$ cat config.mk
export PLATFORM = sky130hd
export DESIGN_NAME = xirq_port
export DESIGN_NICKNAME = d
export VERILOG_FILES = /design/src/rtl/xirq_pkg.sv /design/src/rtl/xirq_sync.sv /design/src/rtl/xirq_pin_detect.sv /design/src/rtl/xirq_regs.sv /design/src/rtl/xirq_port.sv
export SDC_FILE = /design/constraint.sdc
export NUM_CORES = 1
export LEC_CHECK = 0
export ABC_AREA = 1
export CORE_ASPECT_RATIO = 2
export CORE_MARGIN = 1
export CORE_UTILIZATION = 50
export DETAILED_ROUTE_END_ITERATION = 16
export DONT_BUFFER_PORTS = 1
export PLACE_DENSITY = 0.67
export SETUP_SLACK_MARGIN = 0.1
export SLEW_MARGIN = 20
export SYNTH_ARGS = -nofsm -noshare
export SYNTH_HDL_FRONTEND = slang
export SYNTH_SLANG_ARGS = --single-unit
$ cat constraint.sdc
create_clock -name clk -period 1.4 [get_ports clk]
set_input_delay 0.07 -clock clk [delete_from_list [all_inputs] [get_ports clk]]
set_output_delay 0.07 -clock clk [all_outputs]
set_load 0.02 [all_outputs]
$ cat src/rtl/xirq_pkg.sv
package xirq_pkg;

    typedef enum logic [1:0] {
        TRIG_LEVEL = 2'b00,
        TRIG_RISE  = 2'b01,
        TRIG_FALL  = 2'b10,
        TRIG_BOTH  = 2'b11
    } trig_e;

    localparam int ADDR_W = 3;

    typedef enum logic [ADDR_W-1:0] {
        RA_TRIG  = 3'd0,
        RA_DIR   = 3'd1,
        RA_EN    = 3'd2,
        RA_FLAG  = 3'd3,
        RA_DOUT  = 3'd4
    } reg_addr_e;

    // One synchronized sample plus the sample before it
    typedef struct packed {
        logic cur;
        logic prev;
    } pin_hist_t;

    function automatic logic edge_hit(trig_e mode, pin_hist_t h);
        case (mode)
            TRIG_RISE: return h.cur & ~h.prev;
            TRIG_FALL: return ~h.cur & h.prev;
            TRIG_BOTH: return h.cur ^ h.prev;
            default:   return 1'b0;
        endcase
    endfunction

endpackage

$ cat src/rtl/xirq_sync.sv
module xirq_sync #(
    parameter int STAGES = 2
) (
    input  logic clk,
    input  logic rst,
    input  logic d,
    output logic q
);
    logic [STAGES-1:0] chain;

    always_ff @(posedge clk) begin
        if (rst) chain <= '0;
        else     chain <= {chain[STAGES-2:0], d};
    end

    assign q = chain[STAGES-1];
endmodule

$ cat src/rtl/xirq_pin_detect.sv
module xirq_pin_detect
    import xirq_pkg::*;
#(
    parameter int SYNC_STAGES = 2
) (
    input  logic  clk,
    input  logic  rst,
    input  logic  pin_raw,
    input  trig_e mode,
    input  logic  en,
    input  logic  clr,
    output logic  flag,
    output logic  req
);
    pin_hist_t hist;
    logic      hit;

    xirq_sync #(.STAGES(SYNC_STAGES)) u_sync (
        .clk (clk),
        .rst (rst),
        .d   (pin_raw),
        .q   (hist.cur)
    );

    always_ff @(posedge clk) begin
        if (rst) hist.prev <= 1'b0;
        else     hist.prev <= hist.cur;
    end

    assign hit = edge_hit(mode, hist);

    // A new event outranks a clear issued in the same cycle
    always_ff @(posedge clk) begin
        if (rst)      flag <= 1'b0;
        else if (hit) flag <= 1'b1;
        else if (clr) flag <= 1'b0;
    end

    always_comb begin
        if (mode == TRIG_LEVEL) req = en & ~hist.cur;
        else                    req = en & flag;
    end

    // level mode never latches a flag
    a_r4_level_no_flag: assert property (@(posedge clk) disable iff (rst)
        (mode == TRIG_LEVEL && !flag) |=> !flag);

    // an edge event always leaves the flag set
    a_r7_edge_wins: assert property (@(posedge clk) disable iff (rst)
        hit |=> flag);

    // a clear with no competing event empties the flag
    a_r6_clear: assert property (@(posedge clk) disable iff (rst)
        (clr && !hit) |=> !flag);

    // no request without enable
    a_r8_req_gated: assert property (@(posedge clk) disable iff (rst)
        !en |-> !req);
endmodule

$ cat src/rtl/xirq_regs.sv
module xirq_regs
    import xirq_pkg::*;
#(
    parameter int NUM_PINS = 8
) (
    input  logic                  clk,
    input  logic                  rst,
    input  logic                  bus_wr,
    input  logic [ADDR_W-1:0]     bus_addr,
    input  logic [2*NUM_PINS-1:0] bus_wdata,
    output logic [2*NUM_PINS-1:0] bus_rdata,
    input  logic [NUM_PINS-1:0]   flags,
    output logic [2*NUM_PINS-1:0] trig_q,
    output logic [NUM_PINS-1:0]   dir_q,
    output logic [NUM_PINS-1:0]   en_q,
    output logic [NUM_PINS-1:0]   dout_q,
    output logic [NUM_PINS-1:0]   clr
);
    localparam int DW = 2 * NUM_PINS;
    localparam logic [NUM_PINS-1:0] KEEP      = {{(NUM_PINS-1){1'b1}}, 1'b0};
    localparam logic [DW-1:0]       TRIG_KEEP = {{(DW-2){1'b1}}, 2'b00};

    logic [NUM_PINS-1:0] wbyte;
    assign wbyte = bus_wdata[NUM_PINS-1:0] & KEEP;

    always_ff @(posedge clk) begin
        if (rst) begin
            trig_q <= '0;
            dir_q  <= '0;
            en_q   <= '0;
            dout_q <= '0;
        end else if (bus_wr) begin
            case (bus_addr)
                RA_TRIG: trig_q <= bus_wdata & TRIG_KEEP;
                RA_DIR:  dir_q  <= wbyte;
                RA_EN:   en_q   <= wbyte;
                RA_DOUT: dout_q <= wbyte;
                default: ;
            endcase
        end
    end

    assign clr = (bus_wr && bus_addr == RA_FLAG) ? wbyte : '0;

    always_comb begin
        bus_rdata = '0;
        case (bus_addr)
            RA_TRIG: bus_rdata = trig_q;
            RA_DIR:  bus_rdata[NUM_PINS-1:0] = dir_q;
            RA_EN:   bus_rdata[NUM_PINS-1:0] = en_q;
            RA_FLAG: bus_rdata[NUM_PINS-1:0] = flags & KEEP;
            RA_DOUT: bus_rdata[NUM_PINS-1:0] = dout_q;
            default: bus_rdata = '0;
        endcase
    end

    // a trigger write is held on the following cycle
    a_r3_trig_write: assert property (@(posedge clk) disable iff (rst)
        (bus_wr && bus_addr == RA_TRIG) |=> (trig_q == ($past(bus_wdata) & TRIG_KEEP)));
endmodule

$ cat src/rtl/xirq_port.sv
module xirq_port
    import xirq_pkg::*;
#(
    parameter int NUM_PINS    = 8,
    parameter int SYNC_STAGES = 2
) (
    input  logic                  clk,
    input  logic                  rst,
    input  logic                  bus_wr,
    input  logic [ADDR_W-1:0]     bus_addr,
    input  logic [2*NUM_PINS-1:0] bus_wdata,
    output logic [2*NUM_PINS-1:0] bus_rdata,
    input  logic [NUM_PINS-1:0]   pad_in,
    output logic [NUM_PINS-1:0]   pad_out,
    output logic [NUM_PINS-1:0]   pad_oe,
    output logic [NUM_PINS-1:0]   irq_req
);
    localparam logic [NUM_PINS-1:0] KEEP = {{(NUM_PINS-1){1'b1}}, 1'b0};

    logic [2*NUM_PINS-1:0] trig_q;
    logic [NUM_PINS-1:0]   dir_q, en_q, dout_q, clr, flags;

    xirq_regs #(.NUM_PINS(NUM_PINS)) u_regs (
        .clk       (clk),
        .rst       (rst),
        .bus_wr    (bus_wr),
        .bus_addr  (bus_addr),
        .bus_wdata (bus_wdata),
        .bus_rdata (bus_rdata),
        .flags     (flags),
        .trig_q    (trig_q),
        .dir_q     (dir_q),
        .en_q      (en_q),
        .dout_q    (dout_q),
        .clr       (clr)
    );

    for (genvar p = 0; p < NUM_PINS; p++) begin : g_pin
        xirq_pin_detect #(.SYNC_STAGES(SYNC_STAGES)) u_det (
            .clk     (clk),
            .rst     (rst),
            .pin_raw (pad_in[p]),
            .mode    (trig_e'(trig_q[2*p +: 2])),
            .en      (en_q[p]),
            .clr     (clr[p]),
            .flag    (flags[p]),
            .req     (irq_req[p])
        );
    end

    assign pad_oe  = dir_q;
    assign pad_out = dout_q;

    // the reserved position stays silent
    a_r2_reserved: assert property (@(posedge clk) disable iff (rst)
        !irq_req[0] && !pad_oe[0] && !bus_rdata[0]);

    // the first cycle after reset is quiet
    a_r1_reset_quiet: assert property (@(posedge clk) disable iff (rst)
        $past(rst) |-> (irq_req == '0 && pad_oe == '0));

    // a direction write shows up on the output enables
    a_r9_dir_drive: assert property (@(posedge clk) disable iff (rst)
        (bus_wr && bus_addr == RA_DIR) |=> (pad_oe == ($past(bus_wdata[NUM_PINS-1:0]) & KEEP)));
endmodule

Word level (Yosys, flattened, before mapping)
Index checks and enable logic that the tools add are counted.
Storage, ports and cells
  register bits: 63
  latch bits: 0
  bits in writable memories: 0
  bits in read-only memories: 0
  output and inout port bits: 40
  word-level logic and storage cells: 150
  memories kept: 0
Cells by class
  add/sub/neg operators: 0
  multipliers: 0
  divide/modulo/power cells: 0
  order comparisons: 0
  equal/unequal tests: 25
  shift operators: 0
  mux-type cells: 31
  bitwise gates (word level): 49
  reductions and logical operators: 20
Operator list (number)
  8-bit one-hot mux with 5 select lines: 1
  1-bit bitwise AND: 28
  2-bit == test (second input constant): 14
  1-bit 2-to-1 mux: 21
  1-bit one-hot mux with 3 select lines: 7
  8-bit 2-to-1 mux: 2
  2-bit by 1-bit == test with 1-bit output (second input constant): 7
  2-bit logical NOT: 7
  1-bit NOT: 14
  2-bit nonzero test: 7
  2-bit AND reduction: 4
  1-bit bitwise XOR: 7
  3-bit by 2-bit == test with 1-bit output (second input constant): 2
  3-bit by 1-bit == test with 1-bit output (second input constant): 1
  3-bit == test (second input constant): 1
  3-bit logical NOT: 1
  1-bit logical AND: 1

Longest topological paths before layout
Gate-level depths: netlist of run 1.
  depth after elaboration: 5
  depth in mapped cells: 8
  depth with buffers taken out: 7

Cells and area by module
Synthesis of run 1 repeated with hierarchy kept, for this count alone.
Unflattened totals
  cell total of the unflattened synthesis: 529
  area total of the unflattened synthesis: 3616.0 um^2
Modules (own cells, without submodules)
  xirq_regs: instances 1, cells an instance 305, area each 1964.4 um^2, seq. area each 700.7 um^2
  xirq_pin_detect: instances 8, cells an instance 22, area each 151.4 um^2, seq. area each 40.0 um^2
  xirq_sync: instances 8, cells an instance 6, area each 55.1 um^2, seq. area each 40.0 um^2

Worst setup path before layout of run 1
Ideal clock, no wire load.
  kind: register to register
  from: register g_pin[1].u_det.u_sync.chain[1]
  to: register g_pin[1].u_det.flag
  library setup time: 0.070 ns
  data arrival time: 0.961 ns
  data required time: 1.330 ns
  path slack: 0.369 ns
  cell stages (with the launch flop): 8
  path buffers: 0
  clock period less this slack: 1.031 ns
  cell sequence: dfxtp_1 -> inv_1 -> ha_1 -> inv_1 -> nand2_1 -> nand3_1 -> nand2_1 -> a21oi_1
Between the ends
  word-level cells in the longest chain between the ends: 4
Ends and longest elaborated chain
  start, declared: line xirq_sync.sv:9  | logic [STAGES-1:0] chain;
  start signal, assigned: line xirq_sync.sv:13  | else chain <= {chain[STAGES-2:0], d};
  1-bit NOT: line xirq_pkg.sv:29  | TRIG_FALL: return ~h.cur & h.prev;
  1-bit bitwise AND: line xirq_pkg.sv:29
  1-bit one-hot mux with 3 select lines (*): line xirq_pkg.sv:27  | case (mode)
  1-bit 2-to-1 mux or 2-bit nonzero test (tied branches)
  end signal, assigned: line xirq_pin_detect.sv:34  | if (rst) flag <= 1'b0;
  end signal, assigned: line xirq_pin_detect.sv:35  | else if (hit) flag <= 1'b1;
  end signal, assigned: line xirq_pin_detect.sv:36  | else if (clr) flag <= 1'b0;
  end, declared: line xirq_pin_detect.sv:12  | output logic flag,
Mark *: on every way between the ends. The rest lies on a longest branch, timed or not.
A chain may end at the register's enable or synchronous reset.

Worst setup path in the final report of run 1
  from: register u_regs.trig_q[4]
  to: output irq_req[2]
Between the ends
  word-level cells in the longest chain between the ends: 2
Ends and longest elaborated chain
  start, declared: line xirq_regs.sv:13  | output logic [2*NUM_PINS-1:0] trig_q,
  start signal, assigned: line xirq_regs.sv:34  | RA_TRIG: trig_q <= bus_wdata & TRIG_KEEP;
  2-bit logical NOT: line xirq_pin_detect.sv:40  | if (mode == TRIG_LEVEL) req = en & ~hist.cur;
  1-bit 2-to-1 mux: line xirq_pin_detect.sv:40
  end, declared: line xirq_port.sv:16  | output logic [NUM_PINS-1:0] irq_req
Every way passes these cells.

==> results.toml, run 1 <==
[run_status]
outcome = "finished clean"

[clocking]
cts.path.max_buffers = 2
cts_buffers = 9
cts.reportedPaths.clkPinSlew_ns = 0.05
clock-sinks = 63
htreeDepth = 3
cts_root_buffer = "clkbuf_16"
cts_tree = "yes"
insertion_delay_ns = 0.33

[floorplan]
start_util_pct = 51.3
die_h_um = 115
rows = 41
core_area_um2 = 6260
io_pins = 70
die_x_um = 58.7
die_area_um2 = 6770

[placement]
dpl.cell_count = 556
gp_congestion = 0.861
dpl_cell_area_um2 = 3260
dpl.hpwl_um = 5390
portBuffers = 0

[finish]
fin_util_pct = 62.8
n_antenna_cell = 0
finalNonFillerCells = 600
syn2layout_area_growth_pct = 22.4
drive_gt1_share_pct = 16.5
fin_area_um2 = 3930
nets = 554

[power_and_ir_drop]
cellLeakagePower_nw = 1.81
swShare_pct = 23.3
combPwrFrac_pct = 8.8
power_density_nw_per_um2 = 1110
p_seq_share_pct = 43.9
ir_drop_uv = 1210
p_int_w = 0.00334
p_switching_w = 0.00101
clock_power_share_pct = 47.3

[global_route]
gr-total-overflow = 0
grtUsageTotal_pct = 24.5
grt_pass1_vias = 2681
antenna_found_initial = 0
grt_max_degree = 43
grt_pass1_wl_um = 12100

[sta]
fin_crit_sh_pct = 92.0
finalSetupViolCount = 0
slew_violations = 0
setup_tns_ns = 0
holdWs_ns = 0.0208
max_freq_ghz = 0.776
period_minus_slack_ns = 1.29
rsz0062_at_grt = "true"
hold_violations = 0
fin_skew_ns = 0.00576

[critical_path]
crit_type = "flip-flop to output pin"
worstSetupStartpointType = "flip-flop"
cp.required_ns = 1.33
crit_path_max_fanout = 6
worstPathArrival_ns = 1.22
cp-end-kind = "output pin"
rr_startpoint = "u_regs.trig_q[2]"
cp-startpoint = "u_regs.trig_q[4]"

[synth]
postSynthAreaPerCell_um2 = 6.73
synthArstFlopShare_pct = 0
synth_top_flop_cell = "dfxtp_1"
ys_top_cells_by_count = "nand2_1 (141), nor2_1 (81), inv_1 (70), dfxtp_1 (63), a21oi_1 (28)"
synth_warnings = 0
syn_inst = 477
synth.most_common_cell = "nand2_1"
synth_cell_type_count = 24
syn_area_um2 = 3210
ys_seq_elements = 63
synth_area_leaders = "dfxtp_1 (39%), nand2_1 (16%), nor2_1 (9.5%), inv_1 (8.2%), ha_1 (5.5%)"
netlist.area_leader.share_pct = 39.3
synth_edf_count = 0
yosysTopAreaCell = "dfxtp_1"
seq_area_frac_synth_pct = 39.3

[routing]
vias = 2943
finalWirelength_um = 7830
wl_per_cell_um = 13.1
antenna_left = 0
drtIter0Drc = 141
drtPass1Iterations = 4
route.detailed.drc = 0
vias_per_cell = 4.91

[min_path]
hold_class = "input pin to flip-flop"
min-delay-start = "rst"

[flow_run]
max_cap_viol_count = 0
## critical path: stages (launching register included)
cell	delay, ns
dfxtp_4	0.37
inv_2	0.06
a21oi_2	0.05
nor3b_2	0.22
buf_4	0.18
## layer usage
metal,wire [um],vias to the layer above,GRT usage (%),share of wire [%]
met3,434,22,7.76,5.5
met2,4290,83,44.1,55
met4,262,0,12.5,3.3
met1,2850,1340,24.5,36
met5,0,-,0,0
li1,-,1498,-,-
## power by group through the flow
stage                     Sequential, W  Clock (W)  Combinational [W]
after global routing            0.00191    0.00218           0.000427
after detailed placement        0.00194          0           0.000283
after CTS                       0.00191    0.00210           0.000378
after floorplan                 0.00194          0           0.000261
final                           0.00191    0.00206           0.000385
after global placement          0.00194          0           0.000276
## stage by stage
step           power [W]  setup slack, ns
6_report         0.00435            0.111
5_1_grt          0.00452           0.0799
4_1_cts          0.00438           0.0699
3_5_place_dp     0.00223            0.251
3_3_place_gp     0.00222            0.264
2_1_floorplan    0.00220            0.369
## sequential cells by signal, summed over array words and instances, names as in the netlist
name                      flops
g_pin.u_det.hist              7
u_regs.trig_q                14
u_regs.en_q                   7
g_pin.u_det.u_sync.chain     14
g_pin.u_det.flag              7
u_regs.dir_q                  7
u_regs.dout_q                 7
## cells by family (layout without fill, tap and decap cells)
family | Yosys count | in the layout | synth area share (%)
AO/OA/AOI/OAI | 39 | 39 | 6.08
adder cells (fa/ha/maj) | 14 | 14 | 5.45
other | 1 | 4 | 0.117
AND/OR/NAND/NOR | 262 | 262 | 34.7
buffers and inverters | 98 | 132 | 14.4
flip-flops | 63 | 63 | 39.3
## final timing paths
path              slack [ns]  depth (start not counted)                              to
hold / removal          0.02                          2                u_regs.trig_q[7]
setup / recovery        0.11                          4                      irq_req[2]
setup reg to reg        0.19                          3                u_regs.trig_q[2]
hold reg to reg         0.39                          2  g_pin[1].u_det.u_sync.chain[1]
## layout by cell type, fill, tap and decap left out
| cell type | count |
|---|---|
| nand2_2 | 3 |
| a21oi_1 | 26 |
| dlymetal6s4s_1 | 2 |
| ha_1 | 14 |
| inv_2 | 10 |
| dlygate4sd3_1 | 25 |
| nor2_4 | 4 |
| dfxtp_1 | 43 |
| nor3_1 | 4 |
| a21oi_2 | 2 |
| buf_12 | 1 |
| nor3_2 | 2 |
| dfxtp_2 | 16 |
| nor2_8 | 1 |
| o21ai_1 | 2 |
| dfxtp_4 | 4 |
| conb_1 | 4 |
| nand3_1 | 19 |
| nor2_1 | 79 |
| o21ai_0 | 9 |
| nor3b_2 | 4 |
| inv_4 | 3 |
| clkbuf_1 | 3 |
| nand3_2 | 2 |
| buf_4 | 16 |
| nand4_1 | 1 |
| nor2_2 | 1 |
| nand2_1 | 139 |
| clkinv_2 | 1 |
| clkbuf_16 | 9 |
| inv_1 | 59 |
| nand2_4 | 2 |
| nand3_4 | 1 |
| clkbuf_8 | 3 |
## timing repair
item	4_1_cts	5_1_grt
setup buffers	0	1
gates resized for setup	16	37
hold endpoints to repair	63	0
hold buffers	28	0
setup endpoints to repair	8	13
pin swaps	1	6
## area by class of cell
cell class	instances	area [um^2]
inverter	73	283
clock buffer	15	278
timing repair buffer	44	415
fill	578	2330
multi-input combinational	319	1550
tap	86	108
sequential	63	1300
Power figures use the tool's default switching activity.
==> run 2: changes to the inputs <==
--- a/config.mk
+++ b/config.mk
@@ -11,7 +11,7 @@
 export CORE_UTILIZATION = 50
 export DETAILED_ROUTE_END_ITERATION = 16
 export DONT_BUFFER_PORTS = 1
-export PLACE_DENSITY = 0.67
+export PLACE_DENSITY = 0.7
 export SETUP_SLACK_MARGIN = 0.1
 export SLEW_MARGIN = 20
 export SYNTH_ARGS = -nofsm -noshare
==> constraint.sdc (replaced) <==
create_clock -name clk -period 1.06 [get_ports clk]
set_input_delay 0.053 -clock clk [delete_from_list [all_inputs] [get_ports clk]]
set_output_delay 0.053 -clock clk [all_outputs]
set_load 0.02 [all_outputs]
==> run 2 against run 1 <==
The run now ends with negative hold slack, negative setup slack left. Count of clock-buffer cells in the layout unchanged. First-iteration DRC count increased by 14%. Sequential share of layout area decreased by 4.0 points.
==> results.toml, run 2 (synthesized netlist as in run 1, its figures left out) <==
[run_status]
outcome = "finished with violations"
violations = "negative hold slack, negative setup slack"

[routing]
vias_per_cell = 5.02
finalWirelength_um = 9030
vias = 3214
antenna_left = 0
drtIter0Drc = 161
drtPass1Iterations = 4
route.detailed.drc = 0
wl_per_cell_um = 14.1

[sta]
holdWs_ns = -0.233
fin_crit_sh_pct = 115
worst_slack_ns = -0.164
hold_violations = 35
setup_tns_ns = -1.63
rsz0062_at_grt = "true"
fin_skew_ns = 0.00432
finalSetupViolCount = 21
max_freq_ghz = 0.817
slew_violations = 0
period_minus_slack_ns = 1.22

[global_route]
grt_pass1_vias = 3126
grtUsageTotal_pct = 27.8
grt_pass1_wl_um = 13900
grt_max_degree = 44
antenna_found_initial = 0
gr-total-overflow = 0

[floorplan]
die_area_um2 = 6770
rows = 41
die_h_um = 115
core_area_um2 = 6260
io_pins = 70
start_util_pct = 51.3
die_x_um = 58.7

[critical_path]
worstPathArrival_ns = 1.17
r2r_setup_slack_ns = 0.02
cp.required_ns = 1.01
rr_startpoint = "g_pin[2].u_det.u_sync.chain[1]"
worstSetupStartpointType = "flip-flop"
ff2ff_path_depth = 7
crit_path_max_fanout = 3
cp-end-kind = "output pin"
crit_type = "flip-flop to output pin"
rr_endpoint = "g_pin[2].u_det.flag"

[min_path]
hold_depth = 1
hold_class = "input pin to flip-flop"
min-delay-start = "rst"
whs_endpoint = "g_pin[7].u_det.flag"

[finish]
finalNonFillerCells = 640
nets = 594
final_common_cell = "nand2_1"
syn2layout_area_growth_pct = 44.4
n_antenna_cell = 0
fillers = 466
largest_registers = "g_pin.u_det.u_sync.chain: 14 flops, u_regs.trig_q: 14 flops"
layout_common_cells = "nand2_1 (126), nor2_1 (68), buf_4 (54)"
drive_gt1_share_pct = 41.2

[clocking]
clock-sinks = 63
cts_tree = "yes"
htreeDepth = 3
cts_root_buffer = "clkbuf_16"
cts.reportedPaths.clkPinSlew_ns = 0.05
ctsHoldBuffers = 14
insertion_delay_ns = 0.33
cts.path.max_buffers = 2
cts_buffers = 9

[placement]
portBuffers = 0
dpl.cell_count = 577
gp_congestion = 0.839
dpl.hpwl_um = 5380

[power_and_ir_drop]
cellLeakagePower_nw = 2.07
power_density_nw_per_um2 = 1270
total_power_w = 0.00587
ir_drop_uv = 1210

[flow_run]
max_cap_viol_count = 0
[run 2: cell count changes in the layout (fill, tap and decap cells not counted), sizes merged]
cell / delta
buf: +53
dlygate4sd3: -11
dlymetal6s4s: -2
[run 2: routing by layer]
| layer | vias to the layer above | track usage, % | routed length, um | share of wire, % |
|---|---|---|---|---|
| met4 | 0 | 21.7 | 400 | 4.4 |
| met5 | - | 0 | 0 | 0 |
| met1 | 1505 | 27.5 | 3390 | 38 |
| li1 | 1571 | - | - | - |
| met3 | 32 | 6.07 | 396 | 4.4 |
| met2 | 106 | 48.4 | 4840 | 54 |
[run 2: area by class of cell]
class / count / area [um^2] / share of cell area, %
Clock buffer: 15 / 278 / 5.99
Inverter: 73 / 313 / 6.74
Multi-Input combinational cell: 319 / 1870 / 40.4
Sequential cell: 63 / 1340 / 28.9
Tap cell: 86 / 108 / 2.32
Timing Repair Buffer: 84 / 726 / 15.6
[run 2: through the flow]
step | cell area [um^2] | utilization [%] | hold WS (ns) | worst slack, ns
floorplan | 3230 | - | 0.160 | 0.0973
global placement | 3430 | 54.8 | 0.120 | 0.0698
detailed placement | 3430 | 54.8 | 0.122 | 0.0365
CTS | 4390 | 70.2 | -0.227 | -0.174
global route | 4640 | 74.1 | -0.237 | -0.207
finish | 4640 | 74.1 | -0.233 | -0.164
[run 2: worst max path at each step]
stage	end	startpoint	slack (ns)	depth (start not counted)
floorplan	g_pin[1].u_det.flag	g_pin[1].u_det.u_sync.chain[1]	0.1	7
detailed placement	g_pin[4].u_det.flag	g_pin[4].u_det.u_sync.chain[1]	0.04	7
finish	irq_req[2]	u_regs.trig_q[4]	-0.16	3
global route	irq_req[4]	u_regs.trig_q[8]	-0.21	4
CTS	irq_req[2]	u_regs.trig_q[5]	-0.17	4
global placement	g_pin[1].u_det.flag	g_pin[1].u_det.u_sync.chain[1]	0.07	7
[run 2: repair_timing]
action / 4_1_cts / 5_1_grt
cloned: 0 / 0
setup buffers: 26 / 8
gates resized for setup: 119 / 64
pin swaps: 44 / 42
setup endpoints to repair: 29 / 29
endpoints found under the hold margin: 63 / 35
[run 2: power breakdown]
part	internal (W)	switching [W]
Combinational	0.000265	0.000359
Clock	0.00176	0.000990
Sequential	0.00243	0.0000706
Total	0.00445	0.00142
[run 2: worst max-delay path: stages (launching register included)]
cell and delay (ns):
dfxtp_4 0.35, nor3_2 0.24, nor3b_2 0.08, buf_4 0.16
==> run 3: changes to the inputs <==
==> constraint.sdc (replaced) <==
create_clock -name clk -period 1.06 [get_ports clk]
set_input_delay 0 -clock clk [delete_from_list [all_inputs] [get_ports clk]]
set_output_delay 0 -clock clk [all_outputs]
set_load 0.02 [all_outputs]
==> run 3 against run 2 <==
The flow still finishes with violations (negative hold slack, negative setup slack). Routed wire length decreased by 2.0%. Count of clock-buffer cells in the layout grew 1. Sequential power about the same. Critical path depth up 1. First-iteration DRC count up 24%. Critical path type unchanged. Final cell count up 0.16%. Core utilization decreased by 0.080 points. Global-route usage shrank 0.99 points.
==> results.toml, run 3 (synthesized netlist as in run 1, its figures left out) <==
[routing]
route.detailed.drc = 0
wl_per_cell_um = 13.8
drtPass1Iterations = 5
vias_per_cell = 4.94
finalWirelength_um = 8850
vias = 3166
drtIter0Drc = 199
antenna_left = 0

[flow_run]
max_cap_viol_count = 0

[sta]
holdWs_ns = -0.00491
fin_skew_ns = 0.00489
slew_violations = 0
hold_violations = 2
tightest_slew_ns = 0.519
max_freq_ghz = 0.857
rsz0062_at_grt = "true"
period_minus_slack_ns = 1.17
fin_crit_sh_pct = 110
worst_slack_ns = -0.107
finalSetupViolCount = 10
slew_headroom_pct = 65.3

[critical_path]
worstPathArrival_ns = 1.17
cp.required_ns = 1.06
crit_path_max_fanout = 5
crit_type = "flip-flop to output pin"
worstSetupStartpointType = "flip-flop"
cp-end-kind = "output pin"

[placement]
dpl_cell_area_um2 = 3400
portBuffers = 0
dpl.hpwl_um = 5250
dpl.cell_count = 573
gp_congestion = 0.885
dp_slack_ns = 0.0167

[power_and_ir_drop]
cellLeakagePower_nw = 2.06
total_power_w = 0.00587
power_density_nw_per_um2 = 1270
ir_drop_uv = 1200

[global_route]
antenna_found_initial = 0
gr-total-overflow = 0
grt_pass1_vias = 3025
grt_pass1_wl_um = 13500
grt_max_degree = 38
grtUsageTotal_pct = 26.8

[run_status]
outcome = "finished with violations"
violations = "negative hold slack, negative setup slack"

[floorplan]
start_util_pct = 51.3
rows = 41
die_x_um = 58.7
die_area_um2 = 6770
die_h_um = 115
core_area_um2 = 6260
io_pins = 70

[finish]
largest_registers = "g_pin.u_det.u_sync.chain: 14 flops, u_regs.trig_q: 14 flops"
drive_gt1_share_pct = 37.7
nets = 594
fin_area_um2 = 4630
final_common_cell = "nand2_1"
syn2layout_area_growth_pct = 44.3
layout_common_cells = "nand2_1 (128), nor2_1 (70), buf_4 (45)"
n_antenna_cell = 0
finalNonFillerCells = 641

[min_path]
hold_class = "input pin to flip-flop"

[clocking]
cts_tree = "yes"
cts_buffers = 9
cts.path.max_buffers = 2
htreeDepth = 3
clock-sinks = 63
cts_root_buffer = "clkbuf_16"
cts.reportedPaths.clkPinSlew_ns = 0.05
insertion_delay_ns = 0.33
run 3: final timing paths:
check                           depth (start not counted)                           start  slack (ns)                              to
worst max-delay path                                    4                u_regs.trig_q[5]       -0.11                      irq_req[2]
worst min-delay path                                    4                     bus_addr[0]      -0.005                 u_regs.dir_q[2]
worst max register to register                          7  g_pin[5].u_det.u_sync.chain[1]       -0.01             g_pin[5].u_det.flag
worst min register to register                          2  g_pin[1].u_det.u_sync.chain[0]        0.39  g_pin[1].u_det.u_sync.chain[1]
run 3: routing by layer:
metal  up-vias  wire [um]  track usage [%]
li1       1573          -                -
met1      1466       3420             26.7
met2       103       4720             48.2
met3        24        392             7.09
met4         0        317             15.7
met5         -          0                0
run 3: where the power goes:
group	internal (W)	switching [W]	leakage [nW]	total, W
sequential	0.00243	0.0000701	0.534	0.00250
clock	0.00171	0.000991	0.131	0.00270
combinational	0.000282	0.000386	1.39	0.000668
run 3: area by class of cell:
type	instances	area (um^2)
Tap cell	86	108
Multi-Input combinational cell	319	1840
Inverter	73	315
Clock buffer	16	272
Timing Repair Buffer	84	758
Sequential cell	63	1340
Fill cell	482	1620
run 3: repair_timing:
item | in CTS | in global routing
cloned | 0 | 0
gates resized for setup | 111 | 62
hold buffers | 25 | 0
pin swaps | 43 | 38
endpoints found under the setup margin | 29 | 36
setup buffers | 21 | 7
hold endpoints to repair | 63 | 0
run 3: stage by stage:
stage / setup TNS [ns] / util [%]
floorplan: 0 / -
global route: -1.42 / 74.1
finish: -0.709 / 74.1
CTS: -0.767 / 70.5
detailed placement: 0 / 54.3
global placement: 0 / 54.3
run 3: worst max-delay path, cell delays in order (launching register included):
cell	delay (ns)
dfxtp_4	0.37
inv_4	0.06
a21oi_2	0.05
nor3b_2	0.19
buf_4	0.17
